==> config.mk <==
export PLATFORM = sky130hd
export DESIGN_NAME = audio_fsync_gen
export DESIGN_NICKNAME = d
export VERILOG_FILES = /design/src/rtl/fsg_pkg.sv /design/src/rtl/fsg_bit_tick.sv /design/src/rtl/fsg_frame_ctr.sv /design/src/rtl/fsg_side.sv /design/src/rtl/audio_fsync_gen.sv
export SDC_FILE = /design/constraint.sdc
export NUM_CORES = 1
export LEC_CHECK = 0
export ABC_AREA = 1
export BUFFER_PORTS_ARGS = -buffer_cell sky130_fd_sc_hd__buf_2
export CAP_MARGIN = 15
export CORE_ASPECT_RATIO = 0.8
export CORE_MARGIN = 8
export CORE_UTILIZATION = 40
export DETAILED_ROUTE_END_ITERATION = 6
export HOLD_SLACK_MARGIN = 0.15
export PLACE_DENSITY = 0.66
export SETUP_SLACK_MARGIN = 0.1
export SKIP_CTS_REPAIR_TIMING = 1
export SLEW_MARGIN = 20
export SYNTH_ARGS = -nofsm -noshare
export SYNTH_HDL_FRONTEND = slang
export SYNTH_HIERARCHICAL = 1
export SYNTH_SLANG_ARGS = --single-unit
==> constraint.sdc <==
create_clock -name clk -period 2.4 [get_ports clk]
set_input_delay 0.36 -clock clk [delete_from_list [all_inputs] [get_ports clk]]
set_output_delay 0.36 -clock clk [all_outputs]
set_load 0.005 [all_outputs]
==> src/rtl/fsg_pkg.sv <==
package fsg_pkg;
    typedef enum logic [1:0] {
        GEN_OFF  = 2'd0,
        CLK_ONLY = 2'd1,
        SYNC_RUN = 2'd2
    } fsg_state_e;
endpackage

==> src/rtl/fsg_bit_tick.sv <==
module fsg_bit_tick #(
    parameter int DIV_W = 8
) (
    input  logic             clk,
    input  logic             rst_n,
    input  logic             run,
    input  logic             ext_sel,
    input  logic             ext_bclk,
    input  logic [DIV_W-1:0] div_m1,
    output logic             bclk_q,
    output logic             tick
);
    localparam int SYNC_D = 3;

    logic [DIV_W-1:0]  hcnt;
    logic [SYNC_D-1:0] ext_sr;

    always_ff @(posedge clk or negedge rst_n) begin
        if (!rst_n) begin
            hcnt   <= '0;
            bclk_q <= 1'b0;
            ext_sr <= '0;
        end else begin
            ext_sr <= {ext_sr[SYNC_D-2:0], ext_bclk};
            if (!run || ext_sel) begin
                hcnt   <= '0;
                bclk_q <= 1'b0;
            end else if (hcnt == div_m1) begin
                hcnt   <= '0;
                bclk_q <= !bclk_q;
            end else begin
                hcnt <= hcnt + 1'b1;
            end
        end
    end

    always_comb begin
        if (ext_sel)
            tick = run && ext_sr[SYNC_D-2] && !ext_sr[SYNC_D-1];
        else
            tick = run && (hcnt == div_m1) && !bclk_q;
    end


    tick_spacing_chk: assert property (@(posedge clk) disable iff (!rst_n)
        tick |=> (!tick || ($past(ext_sel) != ext_sel)));


    ext_bclk_quiet_chk: assert property (@(posedge clk) disable iff (!rst_n)
        ext_sel |=> !bclk_q);
endmodule

==> src/rtl/fsg_frame_ctr.sv <==
module fsg_frame_ctr
    import fsg_pkg::*;
#(
    parameter int CNT_W = 8
) (
    input  logic             clk,
    input  logic             rst_n,
    input  logic             gen_en,
    input  logic             fs_en,
    input  logic             tick,
    input  logic [CNT_W-1:0] period_m1,
    input  logic [CNT_W-1:0] width_m1,
    output logic             gen_fs
);
    fsg_state_e       state, next_state;
    logic [CNT_W-1:0] fcnt, lat_p, lat_w;
    logic [CNT_W-1:0] clip_w;
    logic             frame_end;

    assign clip_w    = (width_m1 > period_m1) ? period_m1 : width_m1;
    assign frame_end = tick && (fcnt == lat_p);

    always_comb begin
        next_state = state;
        unique case (state)
            GEN_OFF: begin
                if (gen_en)
                    next_state = fs_en ? SYNC_RUN : CLK_ONLY;
            end
            CLK_ONLY: begin
                if (!gen_en)
                    next_state = GEN_OFF;
                else if (fs_en)
                    next_state = SYNC_RUN;
            end
            SYNC_RUN: begin
                if (!gen_en)
                    next_state = GEN_OFF;
                else if (!fs_en)
                    next_state = CLK_ONLY;
            end
            default: next_state = GEN_OFF;
        endcase
    end

    always_ff @(posedge clk or negedge rst_n) begin
        if (!rst_n) begin
            state <= GEN_OFF;
            fcnt  <= '0;
            lat_p <= '0;
            lat_w <= '0;
        end else begin
            state <= next_state;
            if (next_state != SYNC_RUN) begin
                fcnt <= '0;
            end else if (state != SYNC_RUN) begin
                fcnt  <= '0;
                lat_p <= period_m1;
                lat_w <= clip_w;
            end else if (frame_end) begin
                fcnt  <= '0;
                lat_p <= period_m1;
                lat_w <= clip_w;
            end else if (tick) begin
                fcnt <= fcnt + 1'b1;
            end
        end
    end

    always_comb begin
        gen_fs = (state == SYNC_RUN) && (fcnt <= lat_w);
    end


    fcnt_range_chk: assert property (@(posedge clk) disable iff (!rst_n)
        (state == SYNC_RUN) |-> (fcnt <= lat_p));


    width_clip_chk: assert property (@(posedge clk) disable iff (!rst_n)
        (state == SYNC_RUN) |-> (lat_w <= lat_p));


    field_hold_chk: assert property (@(posedge clk) disable iff (!rst_n)
        (state == SYNC_RUN && next_state == SYNC_RUN && !frame_end)
            |=> ($stable(lat_p) && $stable(lat_w)));


    order_chk: assert property (@(posedge clk) disable iff (!rst_n)
        (state == GEN_OFF && !gen_en) |=> (state == GEN_OFF && !gen_fs));
endmodule

==> src/rtl/fsg_side.sv <==
module fsg_side (
    input  logic gen_fs,
    input  logic pol,
    input  logic int_mode,
    input  logic fs_in,
    output logic fs_out,
    output logic fs_oe,
    output logic sync
);
    always_comb begin
        fs_out = gen_fs ^ pol;
        fs_oe  = int_mode;
        sync   = int_mode ? gen_fs : (fs_in ^ pol);
    end
endmodule

==> src/rtl/audio_fsync_gen.sv <==
module audio_fsync_gen #(
    parameter int DIV_W = 8,
    parameter int CNT_W = 8
) (
    input  logic             clk,
    input  logic             rst_n,
    input  logic             gen_en,
    input  logic             fs_en,
    input  logic             ext_clk_sel,
    input  logic             ext_bclk,
    input  logic [DIV_W-1:0] div_m1,
    input  logic [CNT_W-1:0] period_m1,
    input  logic [CNT_W-1:0] width_m1,
    input  logic             tx_pol,
    input  logic             rx_pol,
    input  logic             tx_fs_int,
    input  logic             rx_fs_int,
    input  logic             tx_fs_in,
    input  logic             rx_fs_in,
    output logic             bclk_out,
    output logic             tx_fs_out,
    output logic             tx_fs_oe,
    output logic             rx_fs_out,
    output logic             rx_fs_oe,
    output logic             tx_sync,
    output logic             rx_sync
);
    localparam int SIDES = 2;

    logic             tick;
    logic             gen_fs;
    logic [SIDES-1:0] pol_v, mode_v, in_v, out_v, oe_v, sync_v;

    fsg_bit_tick #(.DIV_W(DIV_W)) u_tick (
        .clk      (clk),
        .rst_n    (rst_n),
        .run      (gen_en),
        .ext_sel  (ext_clk_sel),
        .ext_bclk (ext_bclk),
        .div_m1   (div_m1),
        .bclk_q   (bclk_out),
        .tick     (tick)
    );

    fsg_frame_ctr #(.CNT_W(CNT_W)) u_frame (
        .clk       (clk),
        .rst_n     (rst_n),
        .gen_en    (gen_en),
        .fs_en     (fs_en),
        .tick      (tick),
        .period_m1 (period_m1),
        .width_m1  (width_m1),
        .gen_fs    (gen_fs)
    );

    assign pol_v  = {rx_pol, tx_pol};
    assign mode_v = {rx_fs_int, tx_fs_int};
    assign in_v   = {rx_fs_in, tx_fs_in};

    for (genvar s = 0; s < SIDES; s++) begin : g_side
        fsg_side u_side (
            .gen_fs   (gen_fs),
            .pol      (pol_v[s]),
            .int_mode (mode_v[s]),
            .fs_in    (in_v[s]),
            .fs_out   (out_v[s]),
            .fs_oe    (oe_v[s]),
            .sync     (sync_v[s])
        );
    end

    assign tx_fs_out = out_v[0];
    assign rx_fs_out = out_v[1];
    assign tx_fs_oe  = oe_v[0];
    assign rx_fs_oe  = oe_v[1];
    assign tx_sync   = sync_v[0];
    assign rx_sync   = sync_v[1];


    gen_off_chk: assert property (@(posedge clk) disable iff (!rst_n)
        !gen_en |=> (!gen_fs && !bclk_out));
endmodule

==> results.md <==
* Final Max Tran Viols at 0
* Asr flop ratio synth at 100%
* HPWL Detailed at 4.99 mm
* Crit path kind: reg -> out
* Post-Synthesis Cells at 384
* Mapped Area at 2700 µm²
* Final Cell Area at 3330 µm²
* Fin crit share at 93.5%
* Setup TNS at 0 ns
* Synth Area in Compound Gates at 5.90%
* H-tree depth at 2
* Mux contribution to synthesized area at 0%
* Pleak at 1.78 nW
* Crit start category: flip-flop
* Post-synthesis register bit count at 38
* DRC viols at 0
* EDFF count, synth at 0
* Die Height at 89.4 µm
* Most common cell after layout, fill and taps aside: nand2_1
* Initial Util at 41.8%
* PD cells at 511 nW/µm²
* Post-Place Cells at 508
* Largest family of logic cells by synthesized area: simple AND/OR/NAND/NOR gates
* Clk_skew at 0.00882 ns
* Final #Nets at 501
* GR Overflow Total at 0
* Synth Area in Adders at 8.36%
* Hold Fails Final Rpt at 0
* Sink Count at 38
* Drt first-iter violations at 124
* Ant diodes at 0
* DR vias/cell at 4.66
* WHS at 0.157 ns
* Prevailing post-synth register cell: dfrtp_1
* Worst-path maximum fanout at 4
* Num ports at 43
* Synth Net Count at 438
* Relative slew slack at 44.2%
* Die area at 9640 µm²
* First drt pass iteration count at 4
* Final setup vio count at 0
* Simple-Gate Fraction of Synth Area at 36.0%
* Share of cells above drive strength 1 at 26.6%
* Max Root-Sink Buffers at 2
* Most frequent cells in the layout: nand2_1 (133), inv_1 (56), buf_2 (42)
* Largest net degree at the start of global routing at 39
* Crit path DAT at 1.88 ns
* Max_cap viols at 0
* Total Routing Usage GR at 13.6%
* Non-filler cells in the finished layout at 532
* RSZ-0062 raised after global routing: yes
* R2r setup slk at 0.32 ns
* Area after DPL at 2990 µm²
* Clock root buffer master: clkbuf_8
* CP endpoint kind: primary output
* Post-Route WL at 6.55 mm
* Area grow syn2layout at 23.7%
* TritonCTS clock tree: built
* Fillers at 623
* Synth Warn # at 6
* Row cnt at 26
* CP required at 2.04 ns
* Vias at 2481
* Clk slew on worst S/H paths at 0.08 ns
* Tightest Pin Transition at 0.837 ns
* Peak Freq at 446 MHz
* Post-synthesis xor/xnor area fraction at 4.22%
* First-pass GRT wire length at 10.5 mm
* Post-route minimum period at 2.24 ns
* Number of CTS-inserted buffers at 5
* Routed Antenna Nets at 0
* Seq/Total Area, Yosys at 35.3%
* Clock latency on the worst-skew pair at 0.30 ns
* Input/output buffers at 42
* Syn Area/Cell at 7.02 µm²
* Unique cell type count in the Yosys netlist at 29
* GPL Wtd Cong at 0.850
* Vias in the first global route at 2308
* Hold Path Class: in -> async
* Run status: complete, no violations
* Die Width at 108 µm
* Worst vdd ir at 0.000246 V
* Core Region at 6440 µm²
* Antenna violations before repair at 0
* Drt wl/cell at 12.3 µm
-- worst paths after layout --
check	depth (start not counted)	from	endpoint
worst max-delay path	8	u_frame/fcnt[5]$_DFFE_PN0P_	tx_fs_out
worst min-delay path	1	rst_n	u_tick/hcnt[2]$_DFF_PN0_
worst max register to register	14	u_tick/hcnt[6]$_DFF_PN0_	u_frame/lat_w[1]$_DFFE_PN0P_
worst min register to register	0	u_tick/ext_sr[0]$_DFF_PN0_	u_tick/ext_sr[1]$_DFF_PN0_
max in group asynchronous	1	rst_n	u_frame/fcnt[1]$_DFFE_PN0P_
min in group clk	1	ext_bclk	u_tick/ext_sr[0]$_DFF_PN0_
-- logic make-up (layout without fill, tap and decap cells) --
logic type	count (synthesis)	after routing
xor+xnor	13	13
simple gates	220	220
flops	38	38
buf+inv	69	133
compound gates	26	26
fa+ha+maj	18	18
-- sequential cells by signal (all words and copies together), names as in the netlist --
register	flops
u_tick/hcnt	8
u_frame/lat_w	8
u_tick/ext_sr	3
u_tick/bclk_q	1
u_frame/state	2
u_frame/fcnt	8
u_frame/lat_p	8
-- stage by stage --
step	setup WS (ns)	utilization, %	power, mW
floorplan	0.371	-	0.983
global placement	0.201	46.5	1.09
detailed placement	0.167	46.5	1.11
CTS	0.0514	48.3	1.66
global route	0.0196	51.7	1.81
finish	0.156	51.7	1.70
-- layout make-up --
class	count	area (µm²)	share of cell area, %
flip-flops and latches	38	958	28.8
repair buffers	60	345	10.4
clock buffers	5	68.8	2.06
inverters	65	244	7.32
multi-input cells	277	1570	47.0
clock inverters	3	45.0	1.35
well taps	84	105	3.15
-- worst max-delay path: stages (launching register included) --
cell	delay (ns)
dfrtp_2	0.46
ha_4	0.29
nand2_1	0.06
nor2_2	0.12
nand3_1	0.09
nor2_1	0.11
o21a_2	0.18
xor2_1	0.14
buf_2	0.12
-- synthesized netlist by cell type (2+ instances only) --
master      n  area (µm²)
nand2_2     3        18.8
o21bai_1    5        37.5
ha_1       18         225
inv_1      59         221
xnor2_1     8        70.1
inv_2       5        18.8
nor2_1     27         101
dfrtp_1    38         951
nand4_1     2        12.5
nor2_2     12        75.1
xor2_1      5        43.8
a21oi_1    11        55.1
nor3_2      2        20.0
nand3_1    30         150
o21ai_1     2        10.0
buf_4       2        15.0
nand2_1   133         499
o21ai_0     5        25.0
nand2_4     4        45.0
nor3_1      4        20.0
-- metal layers --
layer  GRT usage, %  part of all wire (%)  wire length [µm]
met4           3.77                   1.1                70
met5              0                     0                 0
met2           21.3                    44              2870
met3           3.24                   4.6               301
met1           18.2                    51              3310
-- power by group --
part           switching (mW)  total (mW)  internal, mW
Combinational           0.232       0.398         0.166
Sequential             0.0512       0.747         0.696
Clock                   0.249       0.558         0.309
Total                   0.532        1.70          1.17
No activity file was read; power rests on OpenSTA's default activity.
